## src/rtl/tmr_pkg.sv

```systemverilog
package tmr_pkg;
    localparam int MODE_W = 3;

    localparam logic [MODE_W-1:0] MD_INTERVAL = 3'd0;
    localparam logic [MODE_W-1:0] MD_EVENT    = 3'd1;
    localparam logic [MODE_W-1:0] MD_CAPTURE  = 3'd2;
    localparam logic [MODE_W-1:0] MD_ONECNT   = 3'd3;
    localparam logic [MODE_W-1:0] MD_CAPONE   = 3'd4;

    typedef enum logic [2:0] {
        ACT_HOLD,
        ACT_LOAD_D,
        ACT_LOAD_Z,
        ACT_DEC,
        ACT_INC
    } act_e;

    typedef struct packed {
        act_e act;
        logic cap;
        logic irq;
    } cmd_t;

    function automatic logic is_armed_mode(logic [MODE_W-1:0] m);
        return (m == MD_ONECNT) || (m == MD_CAPONE);
    endfunction
endpackage

```

## src/rtl/tmr_ctrl.sv

```systemverilog
module tmr_ctrl
    import tmr_pkg::*;
(
    input  logic              clk,
    input  logic              rst,
    input  logic              start,
    input  logic              stop,
    input  logic [MODE_W-1:0] mode,
    input  logic              strobe,
    input  logic              trig,
    input  logic              at_zero,
    input  logic              at_one,
    output cmd_t              cmd,
    output logic              en,
    output logic              waiting
);
    logic pend;
    logic en_n, wait_n, pend_n;

    always_comb begin
        cmd     = '{act: ACT_HOLD, cap: 1'b0, irq: 1'b0};
        en_n    = en;
        wait_n  = waiting;
        pend_n  = pend;
        if (stop) begin
            en_n   = 1'b0;
            wait_n = 1'b0;
            pend_n = 1'b0;
        end else if (start) begin
            if (is_armed_mode(mode)) begin
                if (!en) begin
                    en_n   = 1'b1;
                    wait_n = 1'b1;
                    pend_n = 1'b0;
                end
            end else if (mode == MD_EVENT) begin
                en_n    = 1'b1;
                wait_n  = 1'b0;
                pend_n  = 1'b0;
                cmd.act = ACT_LOAD_D;
            end else begin
                en_n   = 1'b1;
                wait_n = 1'b0;
                pend_n = 1'b1;
            end
        end else if (en) begin
            case (mode)
                MD_CAPTURE: begin
                    if (trig) begin
                        cmd.cap = 1'b1;
                        cmd.irq = 1'b1;
                        cmd.act = ACT_LOAD_Z;
                        pend_n  = 1'b0;
                    end else if (strobe) begin
                        cmd.act = pend ? ACT_LOAD_Z : ACT_INC;
                        pend_n  = 1'b0;
                    end
                end
                MD_ONECNT: begin
                    if (waiting) begin
                        if (trig) begin
                            wait_n = 1'b0;
                            pend_n = 1'b1;
                        end
                    end else if (strobe) begin
                        if (pend) begin
                            cmd.act = ACT_LOAD_D;
                            pend_n  = 1'b0;
                        end else if (at_zero || at_one) begin
                            cmd.act = at_one ? ACT_DEC : ACT_HOLD;
                            cmd.irq = 1'b1;
                            wait_n  = 1'b1;
                        end else begin
                            cmd.act = ACT_DEC;
                        end
                    end
                end
                MD_CAPONE: begin
                    if (waiting) begin
                        if (trig) begin
                            wait_n = 1'b0;
                            pend_n = 1'b1;
                        end
                    end else if (trig) begin
                        cmd.cap = 1'b1;
                        cmd.irq = 1'b1;
                        wait_n  = 1'b1;
                        pend_n  = 1'b0;
                    end else if (strobe) begin
                        cmd.act = pend ? ACT_LOAD_Z : ACT_INC;
                        pend_n  = 1'b0;
                    end
                end
                default: begin
                    if (strobe) begin
                        if (pend || at_zero) begin
                            cmd.act = ACT_LOAD_D;
                            pend_n  = 1'b0;
                        end else begin
                            cmd.act = ACT_DEC;
                            cmd.irq = at_one;
                        end
                    end
                end
            endcase
        end
    end

    always_ff @(posedge clk) begin
        if (rst) begin
            en      <= 1'b0;
            waiting <= 1'b0;
            pend    <= 1'b0;
        end else begin
            en      <= en_n;
            waiting <= wait_n;
            pend    <= pend_n;
        end
    end
endmodule

```

## src/rtl/tmr_count.sv

```systemverilog
module tmr_count
    import tmr_pkg::*;
#(
    parameter int W = 16
) (
    input  logic         clk,
    input  logic         rst,
    input  cmd_t         cmd,
    input  logic         we,
    input  logic [W-1:0] wd,
    output logic [W-1:0] cnt,
    output logic [W-1:0] data,
    output logic         irq,
    output logic         at_zero,
    output logic         at_one
);
    localparam logic [W-1:0] ONE = W'(1);

    always_ff @(posedge clk) begin
        if (rst) begin
            cnt  <= '1;
            data <= '0;
            irq  <= 1'b0;
        end else begin
            case (cmd.act)
                ACT_LOAD_D: cnt <= data;
                ACT_LOAD_Z: cnt <= '0;
                ACT_DEC:    cnt <= cnt - ONE;
                ACT_INC:    cnt <= cnt + ONE;
                default:    cnt <= cnt;
            endcase
            if (cmd.cap)
                data <= cnt;
            else if (we)
                data <= wd;
            irq <= cmd.irq;
        end
    end

    assign at_zero = (cnt == '0);
    assign at_one  = (cnt == ONE);
endmodule

```

## src/rtl/tmr_channel.sv

```systemverilog
module tmr_channel
    import tmr_pkg::*;
#(
    parameter int W = 16
) (
    input  logic              clk,
    input  logic              rst,
    input  logic              start_i,
    input  logic              stop_i,
    input  logic [MODE_W-1:0] mode_i,
    input  logic              cnt_en_i,
    input  logic              trig_i,
    input  logic              data_we_i,
    input  logic [W-1:0]      data_wd_i,
    output logic [W-1:0]      cnt_o,
    output logic [W-1:0]      data_o,
    output logic              en_o,
    output logic              wait_o,
    output logic              irq_o
);
    cmd_t cmd;
    logic at_zero, at_one;

    tmr_ctrl u_ctrl (
        .clk     (clk),
        .rst     (rst),
        .start   (start_i),
        .stop    (stop_i),
        .mode    (mode_i),
        .strobe  (cnt_en_i),
        .trig    (trig_i),
        .at_zero (at_zero),
        .at_one  (at_one),
        .cmd     (cmd),
        .en      (en_o),
        .waiting (wait_o)
    );

    tmr_count #(.W(W)) u_count (
        .clk     (clk),
        .rst     (rst),
        .cmd     (cmd),
        .we      (data_we_i),
        .wd      (data_wd_i),
        .cnt     (cnt_o),
        .data    (data_o),
        .irq     (irq_o),
        .at_zero (at_zero),
        .at_one  (at_one)
    );
endmodule

```

## config.mk

```make
export PLATFORM = sky130hd
export DESIGN_NAME = tmr_channel
export DESIGN_NICKNAME = d
export VERILOG_FILES = /design/src/rtl/tmr_pkg.sv /design/src/rtl/tmr_ctrl.sv /design/src/rtl/tmr_count.sv /design/src/rtl/tmr_channel.sv
export SDC_FILE = /design/constraint.sdc
export NUM_CORES = 1
export LEC_CHECK = 0
export ABC_AREA = 1
export BUFFER_PORTS_ARGS = -buffer_cell sky130_fd_sc_hd__buf_2
export CAP_MARGIN = 0
export CORE_UTILIZATION = 55
export CTS_BUF_LIST = sky130_fd_sc_hd__clkbuf_8 sky130_fd_sc_hd__clkbuf_16
export DETAILED_ROUTE_END_ITERATION = 12
export GPL_ROUTABILITY_DRIVEN = 1
export PLACE_DENSITY = 0.82
export SLEW_MARGIN = 20
export SYNTH_ARGS = -nofsm -noshare
export SYNTH_HDL_FRONTEND = slang
export SYNTH_SLANG_ARGS = --single-unit
```

## constraint.sdc

```tcl
create_clock -name clk -period 4.85 [get_ports clk]
set_clock_uncertainty 0.1 [all_clocks]
set_input_delay 0.97 -clock clk [delete_from_list [all_inputs] [get_ports clk]]
set_output_delay 0.97 -clock clk [all_outputs]
set_load 0.05 [all_outputs]
```

; Yosys cells after proc, flatten, opt, wreduce, memory -nomap -nowiden
; Index checks and enable logic that the tools add are counted.
[word_totals]
ff_bits = 36
input_bits = 26
out_inout_bits = 35
elab_cells = 86
[op_classes]
addsub = 2
n_eq_ne = 10
muxes = 53
n_bitwise = 1
reduce_logical = 14
[ops]
columns = cell, n
row1 = $pmux 16 s4, 1
row2 = $mux 16, 2
row3 = $mux 3, 10
row4 = $mux 1, 27
row5 = $add 16x1->16 const B, 1
row6 = $eq 16x1->1 const B, 1
row7 = $logic_not 16->1, 1
row8 = $sub 16x1->16 const B, 1
row9 = $mux 5, 3
row10 = $eq 3x2->1 const B, 4
row11 = $mux 2, 5
row12 = $reduce_bool 5->1, 2
row13 = $pmux 3 s3, 1
row14 = $eq 3x1->1 const B, 2
row15 = $eq 3x3->1 const B, 2
row16 = $pmux 1 s3, 2
row17 = $pmux 1 s2, 2
row18 = $reduce_and 4->1, 1
row19 = $reduce_bool 2->1, 2
row20 = $reduce_bool 4->1, 1
row21 = $reduce_or 4->1, 1
row22 = $logic_or 1x1->1, 3
row23 = $ne 3x3->1 const B, 1
row24 = $reduce_and 3->1, 1
row25 = 3 further kinds, 3

; Depth between registers and ports, before layout
; Gate-level depths: netlist (run 1).
[logic_depth]
ltp_word = 12
mapped_depth = 16
ltp_nobuf = 15

; Cells and area by module
; A second synthesis (run 1) with hierarchy kept.
[unflattened]
hier_cells = 462
area_unflattened_um2 = 2892.8
[modules_own_cells]
columns = module, n_inst, cells_per_inst, area_each_um2, seq_area_each_um2
row1 = tmr_count, 1, 360, 2362.3, 660.6
row2 = tmr_ctrl, 1, 102, 530.5, 60.1

; Least setup slack after synthesis (run 1)
; OpenSTA, ideal clock, no wires.
[synth_timing]
kind = in2reg
from = input port start_i
to = register u_count.cnt[6]
setup_ps = 113
arrival_ps = 2169
t_required_ps = 4637
slack_ps = 2468
cell_stages = 12
path_buffers = 2
cell_sequence = clkbuf_2 > nor2_1 > inv_1 > nor2_1 > inv_1 > nor2_1 > nand2_2 > nand3_4 > buf_6 > nor2_2 > nor2_1 > nand2_1
[synth_between]
elab_chain_len = 4
word_cells_on_any_way = 8
cone_classes = eq/ne: 4 / mux: 3 / reduce/logical: 1
[synth_lines]
columns = element, line_no
row1 = "start, declared", tmr_channel.sv:8  ; input logic start_i,
row2 = $mux 3 (*), tmr_ctrl.sv:29  ; end else if (start) begin
row3 = $mux 5 (*), tmr_ctrl.sv:25  ; if (stop) begin
row4 = "$eq 3x3->1, or another cell as far along", tmr_count.sv:25  ; case (cmd.act)
row5 = $pmux 16 s4 / $reduce_bool 4->1 (equally long branches), -
row6 = "end signal, assigned", tmr_count.sv:26  ; ACT_LOAD_D: cnt <= data;
row7 = "end signal, assigned", tmr_count.sv:28  ; ACT_DEC: cnt <= cnt - ONE;
row8 = "end signal, assigned", tmr_count.sv:29  ; ACT_INC: cnt <= cnt + ONE;
row9 = "end, declared", tmr_count.sv:11  ; output logic [W-1:0] cnt,
; Mark *: on every way between the ends. The rest lies on a longest branch, timed or not.
; A chain may end at the register's enable or synchronous reset.

; Worst setup path in the final report (run 1)
[layout_timing]
from = input port mode_i[2]
to = register u_count.cnt[9]
[layout_between]
elab_chain_len = 7
word_cells_on_any_way = 17
cone_classes = eq/ne: 8 / mux: 7 / reduce/logical: 2
[layout_lines]
columns = element, line_no
row1 = "start, declared", tmr_channel.sv:10  ; input logic [MODE_W-1:0] mode_i,
row2 = "$eq 3x3->1, or another cell as far along", "tmr_pkg.sv:25, tmr_ctrl.sv:47"
row3 = "$pmux 3 s3, or another cell as far along", tmr_ctrl.sv:47  ; case (mode)
row4 = $mux 5 / $mux 3 (equally long branches), "tmr_ctrl.sv:46, tmr_ctrl.sv:30"
row5 = $mux 3 (*), tmr_ctrl.sv:29
row6 = $mux 5 (*), tmr_ctrl.sv:25
row7 = "$eq 3x3->1, or another cell as far along", tmr_count.sv:25
row8 = $pmux 16 s4 / $reduce_bool 4->1 (equally long branches), -
; Marks and branches as above.

==> summary.md, run 1 <==
| Metric | Value |
|---|---|
| Status | finished clean |
| Vias in the first global route | 2733 |
| Beginning of the worst hold path | u_count.data[6] |
| Buffers added on ports | 60 |
| Largest net degree at the start of global routing | 34 |
| Placer Congestion | 0.903 |
| Power Density | 242 mW/mm^2 |
| Total GRT Usage | 29.3% |
| Hold EP | u_count.data[6] |
| Sw frac | 37.9% |
| Die Span Y | 75.4 microns |
| Worst EP required | 4.99 ns |
| TNS Setup | 0 ns |
| Drc violations | 0 |
| NetSw | 0.301 mW |
| Nets | 545 |
| Cell Area, Synth | 0.00297 sq mm |
| Fin. Hold Viols | 0 |
| Core ar. | 0.00514 sq mm |
| Syn avg cell area | 6.30 sq um |
| Number of synthesized flops with an enable pin | 0 |
| CP Max Fanout | 32 |
| Wire per inst | 13.6 microns |
| Synth unique cells | 37 |
| Post-route insts no fill | 585 |
| Drt pass-1 iters | 6 |
| Worst relative slew slack | 35.4% |
| Cell depth of the worst flop-to-flop path | 14 |
| # rows | 26 |
| Via count | 3350 |
| # H-tree levels | 2 |
| Root Driver | clkbuf_8 |
| Peak VDD IR | 0.133 mV |
| Worst Hold Class | flop to flop |
| CTS Buffer Depth | 2 |
| Post-DP HPWL | 5670 microns |
| Num Clock Sinks | 36 |
| WP data arrival | 2.77 ns |
| DIE WIDTH | 75.4 microns |
| Internal power | 0.493 mW |
| Sequential Power Share | 42.4% |
| I/O pin cnt | 61 |
| Internal reg-to-reg setup slack | 2.41 ns |
| Fmax | 0.380 GHz |
| Initial antenna violation count | 0 |
| Vias per cell | 5.73 |
| Combinational share of power | 28.0% |
| Starting Density | 57.7% |
| Layout cells sized above 1 | 19.8% |
| Max-cap violations | 0 |
| Diodes inserted | 0 |
| DRT antenna net count | 0 |
| Leakage | 1.52 nW |
| Final setup violation count | 0 |
| Critical path class | input port to flop |
| Clk Latency, worst-skew pair | 0.29 ns |
| Worst slew pin tran | 0.966 ns |
| Crit Reg-Reg Startpoint | u_count.cnt[0] |
| Seq cells post-synth | 36 |
| TritonCTS clock tree | done |
| Sequential fraction of the synthesis area | 24.3% |
| Post-synth ARST share | 0% |
| Final period util | 54.2% |
| Die ar. | 0.00569 sq mm |
| Synth warn | 0 |
| Cells after Synth | 471 |
| Clock power frac | 29.5% |
| Final WL | 7980 microns |
| Number of CTS-inserted buffers | 5 |
| Placed Instances | 577 |
| Hold buffers post-CTS | 0 |
| Iter 0 DRT Violations | 272 |
| Post-cts sizing count | 0 |
| Synthesis-to-finish area growth | 10.8% |
| Startpoint class of the critical path | input port |
| Setup crit end kind | flop |
| Commonest register cell after synthesis | dfxtp_1 |
| Min cycle time layout | 2.63 ns |
| Worst Slack Setup Final | 2.22 ns |
| RSZ-0062 raised after global routing | false |
| Post-CTS setup buffer count | 0 |
| First-pass GRT wire length | 12900 microns |
| Fin. max-slew vios | 0 |
| Number of cells on the worst hold path | 2 |
| CTS clock-pin slew for the worst setup and hold paths | 0.08 ns |
| Pre-CTS WS | 1.96 ns |
| Gr ovfl total | 0 |
| Synthesized net count | 502 |
| Reg2Reg Capture Point | u_count.cnt[9] |
layout make-up:
class | instances | area (sq um)
timing repair buffer | 60 | 300
fill | 519 | 1850
tap | 70 | 87.6
inverter | 42 | 158
sequential | 36 | 721
clock buffer | 6 | 82.6
multi-input combinational | 369 | 1920
clock inverter | 2 | 15.0
sequential cells by signal, indices dropped and copies added (netlist names):
signal,count
u_count.irq,1
u_count.cnt,16
u_ctrl.pend,1
u_ctrl.en,1
u_ctrl.waiting,1
u_count.data,16
cell usage after synthesis, types with 2 or more instances:
cell / number / area (sq um)
nor3_1: 10 / 50.1
dfxtp_1: 36 / 721
xor2_1: 17 / 149
nor2_1: 66 / 248
nand2_1: 117 / 439
o21ai_0: 9 / 45.0
ha_1: 5 / 62.6
nand3_1: 77 / 385
nand2_2: 5 / 31.3
nor4_1: 2 / 12.5
a31oi_1: 2 / 12.5
nor2_4: 2 / 22.5
inv_2: 4 / 15.0
inv_1: 37 / 139
buf_2: 4 / 20.0
nand4_1: 8 / 50.1
nor2_2: 15 / 93.8
a311oi_1: 16 / 140
buf_4: 4 / 30.0
buf_6: 7 / 78.8
a21oi_1: 6 / 30.0
clkbuf_1: 7 / 26.3
cell families after synthesis:
kind of cell	synth area share [%]
AND/OR/NAND/NOR	48.7
buffers and inverters	10.8
AO/OA/AOI/OAI	9.07
flip-flops	24.3
XOR/XNOR	5.02
adder cells (fa/ha/maj)	2.11
power groups by stage:
stage / clock (mW) / combinational (mW) / sequential [mW]
4_1_cts: 0.237 / 0.220 / 0.336
2_1_floorplan: 0 / 0.131 / 0.382
3_3_place_gp: 0 / 0.215 / 0.343
6_report: 0.235 / 0.223 / 0.337
3_5_place_dp: 0 / 0.218 / 0.343
5_1_grt: 0.248 / 0.242 / 0.339
layout by cell type (no fill, tap or decap), types with 6 or more instances in the layout:
cell type    n
inv_1       37
nand2_1    117
a21oi_1      6
nor2_1      66
dfxtp_1     36
nand3_1     77
nand4_1      8
o21ai_0      9
nor3_1      10
nor2_2      15
buf_2       60
a311oi_1    16
xor2_1      17
clkbuf_8     6
worst max-delay path, stage by stage:
cell and delay [ns]:
buf_2 0.12, inv_1 0.08, nand3_1 0.14, nand3_1 0.20, inv_1 0.08, nor2_1 0.13
nand2_2 0.08, nand2_4 0.19, nand3_4 0.39, nor2_1 0.23, nor2_1 0.06, nand2_1 0.08
how the worst max path moves through the flow:
stage | endpoint | slack (ns) | from | cells after the start
after floorplan | u_count.cnt[6] | 2.47 | start_i | 12
after global placement | u_count.data[15] | 2.02 | mode_i[0] | 9
after detailed placement | u_count.cnt[9] | 1.96 | mode_i[2] | 12
after CTS | u_count.cnt[9] | 2.25 | mode_i[2] | 12
after global routing | u_count.data[12] | 1.98 | mode_i[0] | 9
final | u_count.cnt[9] | 2.22 | mode_i[2] | 12
per-layer routing:
metal  routed length (microns)  vias to the layer above  part of all wire, %  GRT usage (%)
met3                       666                       12                  8.3           4.23
li1                          -                     1642                    -              -
met1                      3580                     1519                   45           41.0
met5                         0                        -                    0              0
met4                       123                        0                  1.5           10.3
met2                      3610                      177                   45           45.9
metrics by stage:
step / power [mW] / util (%) / area [sq um] / hold slack (ns)
floorplan: 0.512 / - / 2970 / 0.461
CTS: 0.793 / 63.9 / 3290 / 0.416
finish: 0.794 / 63.9 / 3290 / 0.414
global placement: 0.558 / 62.0 / 3190 / 0.398
detailed placement: 0.561 / 62.0 / 3190 / 0.404
global route: 0.828 / 63.9 / 3290 / 0.444
Power figures use the tool's default switching activity.
==> run 2, diff against run 1 <==
--- a/config.mk
+++ b/config.mk
@@ -5,14 +5,14 @@
 export SDC_FILE = /design/constraint.sdc
 export NUM_CORES = 1
 export LEC_CHECK = 0
-export ABC_AREA = 1
+export ABC_AREA = 0
 export BUFFER_PORTS_ARGS = -buffer_cell sky130_fd_sc_hd__buf_2
 export CAP_MARGIN = 0
-export CORE_UTILIZATION = 55
+export CORE_UTILIZATION = 50
 export CTS_BUF_LIST = sky130_fd_sc_hd__clkbuf_8 sky130_fd_sc_hd__clkbuf_16
 export DETAILED_ROUTE_END_ITERATION = 12
 export GPL_ROUTABILITY_DRIVEN = 1
-export PLACE_DENSITY = 0.82
+export PLACE_DENSITY = 0.79
 export SLEW_MARGIN = 20
 export SYNTH_ARGS = -nofsm -noshare
 export SYNTH_HDL_FRONTEND = slang
==> constraint.sdc (replaced) <==
create_clock -name clk -period 2.15 [get_ports clk]
set_clock_uncertainty 0.1 [all_clocks]
set_input_delay 0.43 -clock clk [delete_from_list [all_inputs] [get_ports clk]]
set_output_delay 0.43 -clock clk [all_outputs]
set_load 0.05 [all_outputs]
==> run 2 against run 1 <==
  * The flow now finishes with violations (setup timing)
  * Setup slack worse by 2.7 ns
  * Final cell count increased by 1.0%
  * Total power rose by 140%
  * Register-to-register slack worse by 2.9 ns
  * Largest cell class unchanged
  * Largest power group unchanged
==> summary.md, run 2 <==
| Metric | Value |
|---|---|
| Commonest non-fill, non-tap cell in the layout | buf_4 (was nand2_1) |
| Drc violations | 0 (unchanged) |
| Die Span Y | 76.6 microns (was 75.4 microns) |
| CTS Buffer Depth | 2 (unchanged) |
| CP most frequent cell | buf_4 (was nor2_1) |
| Number of CTS-inserted buffers | 5 (unchanged) |
| Synth Area in Adders | 2.25% (was 2.11%) |
| Commonest register cell after synthesis | dfxtp_1 (unchanged) |
| Synthesis-to-finish area growth | 54.9% (was 10.8%) |
| Pre-CTS WS | -0.506 ns (was 1.96 ns) |
| Failing checks | setup timing |
| Clk Latency, worst-skew pair | 0.30 ns (was 0.29 ns) |
| Peak VDD IR | 0.357 mV (was 0.133 mV) |
| Layout fillers | 322 (was 519) |
| Fin. max-slew vios | 0 (unchanged) |
| Hold buffers post-CTS | 0 (unchanged) |
| CP peak stage delay | 0.36 ns (was 0.39 ns) |
| Die ar. | 0.00587 sq mm (was 0.00569 sq mm) |
| CP Max Fanout | 11 (was 32) |
| TritonCTS clock tree | done (unchanged) |
| # rows | 26 (unchanged) |
| Largest cells by area after synthesis | dfxtp_1 26%, nor2_1 6.7%, mux2i_1 5.8% (was dfxtp_1 24%, nand2_1 15%, nand3_1 13%) |
| First-pass GRT wire length | 16400 microns (was 12900 microns) |
| WP buf/inv | 3 (unchanged) |
| Root Driver | clkbuf_8 (unchanged) |
| WP data arrival | 2.68 ns (was 2.77 ns) |
| FF/Latch Area | 744 sq um (was 721 sq um) |
| Post-DP HPWL | 7110 microns (was 5670 microns) |
| Top-count cell post-synth | nor2_1 (was nand2_1) |
| Area of the multi-input gates | 0.00209 sq mm (was 0.00192 sq mm) |
| Fin. Hold Viols | 0 (unchanged) |
| Syn avg cell area | 7.60 sq um (was 6.30 sq um) |
| Layout cells sized above 1 | 46.8% (was 19.8%) |
| Placed Instances | 563 (was 577) |
| Final setup violation count | 16 (was 0) |
| Core ar. | 0.00524 sq mm (was 0.00514 sq mm) |
| Wire per inst | 20.6 microns (was 13.6 microns) |
| RSZ-0062 raised after global routing | true (was false) |
| Fin area | 0.00431 sq mm (was 0.00329 sq mm) |
| Cells after Synth | 366 (was 471) |
| Total GRT Usage | 35.0% (was 29.3%) |
| Post-route insts no fill | 591 (was 585) |
| Drt pass-1 iters | 6 (unchanged) |
| Max-cap violations | 0 (unchanged) |
| Setup crit end kind | flop (unchanged) |
| Placer Congestion | 0.943 (was 0.903) |
| Cell taking the most area after synthesis | dfxtp_1 (unchanged) |
| Post-DP Area | 0.00380 sq mm (was 0.00319 sq mm) |
| Worst Hold Class | input port to flop (was flop to flop) |
| Largest net degree at the start of global routing | 33 (was 34) |
| Seq cells post-synth | 36 (unchanged) |
| Final period util | 124% |
| CP delay by family, top | compound AO/OA/AOI/OAI gates (was simple AND/OR/NAND/NOR gates) |
| Multiplexer area fraction after synthesis | 6.16% (was 0%) |
| Synthesized net count | 397 (was 502) |
| Worst slew pin tran | 0.593 ns (was 0.966 ns) |
| Nets | 551 (was 545) |
| Power Density | 449 mW/mm^2 (was 242 mW/mm^2) |
| XOR/XNOR share of the synthesized area | 3.78% (was 5.02%) |
| Via count | 3893 (was 3350) |
| Gr ovfl total | 0 (unchanged) |
| Vias in the first global route | 3382 (was 2733) |
| Vias per cell | 6.59 (was 5.73) |
| Final hold slack | 0.339 ns (was 0.414 ns) |
| Post-synth ARST share | 0% (unchanged) |
| Post-synth top cells | 50 x nor2_1, 36 x dfxtp_1, 20 x clkbuf_1, 19 x a211oi_1, 19 x o21ai_0 (was 117 x nand2_1, 77 x nand3_1, 66 x nor2_1, 37 x inv_1, 36 x dfxtp_1) |
| DIE WIDTH | 76.6 microns (was 75.4 microns) |
| Slowest cell on crit path | nor4_4 (was nand3_4) |
| Post-Synth Simple-Gate Area | 25.2% (was 48.6%) |
| Sequential fraction of the synthesis area | 25.9% (was 24.3%) |
| Starting Density | 53.1% (was 57.7%) |
| Min cycle time layout | 2.66 ns |
| Largest regs | u_count.cnt x16, u_count.data x16 (unchanged) |
| Most frequent cells in the layout | 107 x buf_4, 60 x buf_2, 44 x nor2_1, 21 x dfxtp_1, 19 x a211oi_1 (was 117 x nand2_1, 77 x nand3_1, 66 x nor2_1, 60 x buf_2, 37 x inv_1) |
| Num Clock Sinks | 36 (unchanged) |
| # H-tree levels | 2 (unchanged) |
| Diodes inserted | 0 (unchanged) |
| Final WL | 12100 microns (was 7980 microns) |
| Worst Slack Setup Final | -0.511 ns (was 2.22 ns) |
| Fmax | 0.376 GHz |
| Layout Utilization | 82.3% (was 63.9%) |
| I/O pin cnt | 61 (unchanged) |
| CTS clock-pin slew for the worst setup and hold paths | 0.08 ns (about the same) |
| DRT antenna net count | 0 (unchanged) |
| Synth unique cells | 59 (was 37) |
| Critical Path, Cell by Cell | buf_4 -> nor4_4 -> nand4_1 -> buf_4 -> o31ai_4 -> o21ai_4 -> buf_4 -> nor2_1 -> o221ai_1 (was buf_2 -> inv_1 -> nand3_1 -> nand3_1 -> inv_1 -> nor2_1 -> nand2_2 -> nand2_4 -> nand3_4 -> nor2_1 -> nor2_1 -> nand2_1) |
| Number of synthesized flops with an enable pin | 0 (unchanged) |
| Worst EP required | 2.17 ns (was 4.99 ns) |
| Synth warn | 0 (unchanged) |
| Buffers added on ports | 60 (unchanged) |
| Compound-Gate Fraction of Synth Area | 28.9% (was 9.07%) |
| Critical path class | flop to flop (was input port to flop) |
| Startpoint class of the critical path | flop (was input port) |
| Worst relative slew slack | 60.4% (was 35.4%) |
| Leakage | 1.92 nW (was 1.52 nW) |
| Cell Area, Synth | 0.00278 sq mm (was 0.00297 sq mm) |
| Post-synth top area share | 25.9% (was 24.3%) |
| Status | finished with violations (was finished clean) |
| Initial antenna violation count | 0 (unchanged) |
| Main combinational cell family by area after synthesis | compound AO/OA/AOI/OAI gates (was simple AND/OR/NAND/NOR gates) |
| Iter 0 DRT Violations | 480 (was 272) |
[run 2: cell count changes after synthesis, moves of 16 or more]
cell | previous run | this run
nand3_1 | 77 | 10
nand2_1 | 117 | 16
a311oi_1 | 16 | 0
a211oi_1 | 0 | 19
inv_1 | 37 | 14
mux2i_1 | 0 | 16
nor2_1 | 66 | 50
[run 2: layout make-up]
cell class | instances | share of cell area [%]
clock buffer | 5 | 1.60
inverter | 14 | 1.22
multi-input combinational | 283 | 48.6
tap | 70 | 2.03
clock inverter | 3 | 0.290
sequential | 36 | 17.3
timing repair buffer | 180 | 29.0
[run 2: path summary, 6_finish.rpt]
kind                   startpoint               to  slack [ns]  depth (start not counted)
setup / recovery   u_count.cnt[9]  u_count.cnt[10]       -0.51                          9
hold / removal             stop_i        u_ctrl.en        0.34                          3
setup reg to reg   u_count.cnt[9]  u_count.cnt[10]       -0.51                          9
hold reg to reg   u_count.data[1]  u_count.data[1]        0.49                          2
[run 2: power breakdown]
group / internal (mW) / leakage (nW) / total (mW) / switching, mW
registers: 0.702 / 0.292 / 0.737 / 0.0343
logic: 0.276 / 1.58 / 0.714 / 0.438
clock network: 0.219 / 0.0505 / 0.486 / 0.267
total: 1.20 / 1.92 / 1.94 / 0.739
[run 2: worst reg2reg max path: stages, from the launching register on]
cell and delay (ns):
dfxtp_2 0.33, buf_4 0.18, nor4_4 0.36, nand4_1 0.25
buf_4 0.22, o31ai_4 0.34, o21ai_4 0.18, buf_4 0.18
nor2_1 0.12, o221ai_1 0.22
[run 2: what timing repair did]
| action | CTS | global route |
|---|---|---|
| setup endpoints to repair | 16 | 16 |
| pin swaps | 11 | 19 |
| resized for setup | 18 | 48 |
| setup buffers | 8 | 13 |
[run 2: cell families (layout without fill, tap and decap cells)]
family / Yosys count / after routing
simple gates: 137 / 137
compound gates: 112 / 112
buf+inv: 47 / 202
flops: 36 / 36
mux: 17 / 17
xor+xnor: 12 / 12
fa+ha+maj: 5 / 5
[run 2: per-layer routing]
layer  routed length, microns  up-vias  GRT usage (%)  share of wire [%]
li1                         -     1675              -                  -
met1                     4560     1789           42.3                 38
met2                     5600      332           58.6                 46
met3                     1170       97           6.59                9.7
met4                      810        0           18.5                6.7
met5                        0        -              0                  0
[run 2: metrics by stage]
step           power [mW]  setup TNS (ns)
2_1_floorplan        1.14           -5.36
6_report             1.94           -6.20
4_1_cts              1.85           -4.27
3_3_place_gp         1.35           -5.24
5_1_grt              2.00           -7.65
3_5_place_dp         1.37           -5.93
==> run 3, diff against run 2 <==
--- a/config.mk
+++ b/config.mk
@@ -8,11 +8,12 @@
 export ABC_AREA = 0
 export BUFFER_PORTS_ARGS = -buffer_cell sky130_fd_sc_hd__buf_2
 export CAP_MARGIN = 0
-export CORE_UTILIZATION = 50
-export CTS_BUF_LIST = sky130_fd_sc_hd__clkbuf_8 sky130_fd_sc_hd__clkbuf_16
+export CORE_UTILIZATION = 51
+export CTS_BUF_LIST = sky130_fd_sc_hd__clkbuf_4
 export DETAILED_ROUTE_END_ITERATION = 12
 export GPL_ROUTABILITY_DRIVEN = 1
-export PLACE_DENSITY = 0.79
+export PLACE_DENSITY = 0.81
+export SETUP_SLACK_MARGIN = 0.5
 export SLEW_MARGIN = 20
 export SYNTH_ARGS = -nofsm -noshare
 export SYNTH_HDL_FRONTEND = slang
==> run 3 against run 2 <==
  * The flow now stops in global routing
  * Synthesized area stayed put
  * Synthesized cell count did not move
==> summary.md, run 3 <==
| Metric | Value |
|---|---|
| Commonest register cell after synthesis | dfxtp_1 (unchanged) |
| I/O pin cnt | 61 (unchanged) |
| Sequential fraction of the synthesis area | 25.9% (unchanged) |
| # H-tree levels | 2 (unchanged) |
| Starting Density | 53.8% (was 53.1%) |
| Post-synth top cells | 50 x nor2_1, 36 x dfxtp_1, 20 x clkbuf_1, 19 x a211oi_1, 19 x o21ai_0 (unchanged) |
| # rows | 26 (unchanged) |
| Top-count cell post-synth | nor2_1 (unchanged) |
| Post-synth top area share | 25.9% (unchanged) |
| Num Clock Sinks | 36 (unchanged) |
| Buffers added on ports | 60 (unchanged) |
| Pre-CTS WS | -0.495 ns (was -0.506 ns) |
| Synthesized net count | 397 (unchanged) |
| Synth unique cells | 59 (unchanged) |
| Hold buffers post-CTS | 0 (unchanged) |
| Root Driver | clkbuf_4 (was clkbuf_8) |
| Largest cells by area after synthesis | dfxtp_1 26%, nor2_1 6.7%, mux2i_1 5.8% (unchanged) |
| Number of CTS-inserted buffers | 5 (unchanged) |
| Cell taking the most area after synthesis | dfxtp_1 (unchanged) |
| Worst setup endpoint GRT | u_count.cnt[15]$_SDFFE_PP1P_/D |
| Number of synthesized flops with an enable pin | 0 (unchanged) |
| Worst endpoint type | register data pin |
| Seq cells post-synth | 36 (unchanged) |
| Total GRT Usage | 90.8% |
| Die Span Y | 75.9 microns (was 76.6 microns) |
| Fail Step | global routing |
| Post-synth ARST share | 0% (unchanged) |
| Cell Area, Synth | 0.00278 sq mm (unchanged) |
| Synth warn | 0 (unchanged) |
| Status | aborted with a tool error (was finished with violations) |
| DIE WIDTH | 75.9 microns (was 76.6 microns) |
| Post-DP HPWL | 7190 microns (was 7110 microns) |
| Cells after Synth | 366 (unchanged) |
| Gr ovfl total | 311 |
| Placer Congestion | 0.957 (was 0.943) |
| Syn avg cell area | 7.60 sq um (unchanged) |
| Stop err | [ERROR GRT-0232] Routing congestion too high. Check the congestion heatmap in the GUI. |
| CTS Buffer Depth | 2 (unchanged) |
| Largest net degree at the start of global routing | 33 |
==> run 3: kinds of logic after synthesis <==
| kind of cell | after synthesis | share of synthesized area (%) |
|---|---|---|
| flip-flops | 36 | 25.9 |
| AO/OA/AOI/OAI | 112 | 28.9 |
| buffers and inverters | 47 | 7.78 |
| XOR/XNOR | 12 | 3.78 |
| AND/OR/NAND/NOR | 137 | 25.2 |
| multiplexers | 17 | 6.16 |
| adder cells (fa/ha/maj) | 5 | 2.25 |
==> run 3: layer usage <==
metal	track usage, %	GRT overflow
met1	85.0	2
met4	119	133
met3	61.9	5
met5	21.3	0
met2	113	171
==> run 3: timing repair <==
item	4_1_cts
gates resized for setup	134
pin swaps	20
setup buffers	23
cloned	3
hold endpoints to repair	0
setup endpoints to repair	46
==> run 3: per-stage QoR <==
stage	cell area (sq um)	utilization [%]	instances	hold slack, ns
after floorplan	2970	-	366	0.399
after global placement	3810	73.6	556	0.450
after detailed placement	3810	73.6	556	0.464
after CTS	4630	89.5	590	0.270
==> run 4, diff against run 3 <==
--- a/config.mk
+++ b/config.mk
@@ -8,12 +8,10 @@
 export ABC_AREA = 0
 export BUFFER_PORTS_ARGS = -buffer_cell sky130_fd_sc_hd__buf_2
 export CAP_MARGIN = 0
-export CORE_UTILIZATION = 51
-export CTS_BUF_LIST = sky130_fd_sc_hd__clkbuf_4
+export CORE_UTILIZATION = 40
 export DETAILED_ROUTE_END_ITERATION = 12
 export GPL_ROUTABILITY_DRIVEN = 1
-export PLACE_DENSITY = 0.81
-export SETUP_SLACK_MARGIN = 0.5
+export PLACE_DENSITY_LB_ADDON = 0.15
 export SLEW_MARGIN = 20
 export SYNTH_ARGS = -nofsm -noshare
 export SYNTH_HDL_FRONTEND = slang
==> constraint.sdc (replaced) <==
create_clock -name clk -period 2.8 [get_ports clk]
set_clock_uncertainty 0.1 [all_clocks]
set_input_delay 0.56 -clock clk [delete_from_list [all_inputs] [get_ports clk]]
set_output_delay 0.56 -clock clk [all_outputs]
set_load 0.05 [all_outputs]
==> run 4 against run 3 <==
  * The run now ends clean
==> summary.md, run 4 (synthesized netlist as in run 2, its figures left out) <==
| Metric | Value |
|---|---|
| Status | finished clean (was aborted with a tool error) |
| # H-tree levels | 2 (unchanged) |
| Worst Slack Setup Final | 0.0947 ns |
| TritonCTS clock tree | done |
| Nets | 466 |
| Post-CTS setup buffer count | 0 (was 23) |
| Initial antenna violation count | 0 |
| Power Density | 410 mW/mm^2 |
| Iter 0 DRT Violations | 220 |
| CTS clock-pin slew for the worst setup and hold paths | 0.08 ns |
| Starting Density | 41.2% (was 53.8%) |
| Gr ovfl total | 0 |
| Largest regs | u_count.cnt x16, u_count.data x16 |
| CTS Buffer Depth | 2 (unchanged) |
| Crit Reg-Reg Startpoint | u_count.cnt[9] |
| Critical Path, Cell by Cell | or4_4 -> nor3_4 -> a31oi_2 -> o211ai_2 -> buf_4 -> nor3_2 -> a211o_1 -> a221o_1 |
| Critical path class | flop to flop |
| DRT antenna net count | 0 |
| Num Clock Sinks | 36 (unchanged) |
| Root Driver | clkbuf_8 (was clkbuf_4) |
| Setup crit end kind | flop |
| Final period util | 96.6% |
| Commonest non-fill, non-tap cell in the layout | buf_2 |
| # rows | 30 (was 26) |
| TNS Setup | 0 ns |
| Worst EP required | 2.89 ns |
| Number of CTS-inserted buffers | 5 (unchanged) |
| Drt pass-1 iters | 6 |
| Die Span Y | 85.4 microns (was 75.9 microns) |
| WP data arrival | 2.80 ns |
| Leakage | 1.42 nW |
| Post-route insts no fill | 516 |
| Beginning of the worst hold path | stop_i |
| Peak VDD IR | 0.271 mV |
| Fin. Hold Viols | 0 |
| Number of cells on the worst hold path | 2 |
| I/O pin cnt | 61 (unchanged) |
| Synthesis-to-finish area growth | 21.4% |
| Fin. max-slew vios | 0 |
| Hold buffers post-CTS | 0 (unchanged) |
| Vias per cell | 5.99 |
| Startpoint class of the critical path | flop |
| CP peak stage delay | 0.57 ns |
| Cell depth of the worst flop-to-flop path | 8 |
| RSZ-0062 raised after global routing | false |
| Largest net degree at the start of global routing | 34 |
| Total power | 1.38 mW |
| Fmax | 0.370 GHz |
| Max-cap violations | 0 |
| Final setup violation count | 0 |
| Wire per inst | 16.6 microns |
| Post-cts sizing count | 0 (was 134) |
| Diodes inserted | 0 |
| Reg2Reg Capture Point | u_count.cnt[4] |
| Core ar. | 0.00676 sq mm |
| Min cycle time layout | 2.71 ns |
| Placer Congestion | 0.897 (was 0.957) |
| First-pass GRT wire length | 14000 microns |
| Pre-CTS WS | -0.00381 ns (was -0.495 ns) |
| CP Max Fanout | 8 |
| Final hold slack | 0.422 ns |
| Drc violations | 0 |
| Worst Hold Class | input port to flop |
| Final WL | 8550 microns |
| Placed Instances | 508 (was 556) |
| Internal reg-to-reg setup slack | 0.09 ns |
| Clk Latency, worst-skew pair | 0.30 ns |
| Post-DP HPWL | 6270 microns (was 7190 microns) |
| Layout cells sized above 1 | 26.6% |
| Worst slew pin tran | 0.701 ns |
| Worst relative slew slack | 53.3% |
| Total GRT Usage | 24.3% |
| Buffers added on ports | 60 (unchanged) |
| Slowest cell on crit path | or4_4 |
| DIE WIDTH | 85.4 microns (was 75.9 microns) |
| Via count | 3091 |
| Most frequent cells in the layout | 60 x buf_2, 50 x nor2_1, 35 x buf_4, 35 x dfxtp_1 |
| Vias in the first global route | 2693 |
| Die ar. | 0.00729 sq mm |
| Hold EP | u_ctrl.pend |
==> run 4: worst max path at each step <==
| stage | cells after the start | from | slack [ns] | to |
|---|---|---|---|---|
| 2_1_floorplan | 10 | u_count.cnt[1] | 0.03 | u_count.cnt[4] |
| 3_3_place_gp | 8 | mode_i[2] | 0.01 | u_count.cnt[8] |
| 3_5_place_dp | 8 | mode_i[2] | -0.004 | u_count.cnt[8] |
| 4_1_cts | 8 | u_count.cnt[9] | 0.11 | u_count.cnt[4] |
| 5_1_grt | 9 | u_count.cnt[1] | 0.003 | u_count.cnt[8] |
| 6_report | 8 | u_count.cnt[9] | 0.09 | u_count.cnt[4] |
==> run 4: worst max-delay path: cells and delay by family (launching register included) <==
kind,cells,cell delay (ns)
buf+inv,1,0.24
compound gates,4,1.06
flops,1,0.31
simple gates,3,0.90
==> run 4: cell type report <==
type	instances	area, sq um
inverter	14	52.6
multi-input combinational	283	1850
fill	719	3380
timing repair buffer	95	563
sequential	36	722
clock inverter	1	7.51
clock buffer	7	86.3
tap	80	100
==> run 4: metal layers <==
layer  global-route usage (%)  part of all wire (%)  vias up
li1                         -                     -     1505
met1                     34.3                    46     1444
met2                     37.5                    45      124
met3                     4.28                   6.6       18
met4                     8.03                   1.9        0
met5                        0                     0        -
==> run 4: power by group <==
group	switching (mW)	internal [mW]
clock network	0.205	0.200
logic	0.263	0.148
registers	0.0285	0.539
total	0.496	0.887
==> run 4: per-stage QoR <==
step,cell area [sq um],utilization [%]
6_report,3380,50.0
5_1_grt,3380,50.0
4_1_cts,3380,50.0
3_5_place_dp,3280,48.6
3_3_place_gp,3280,48.6
2_1_floorplan,2780,-
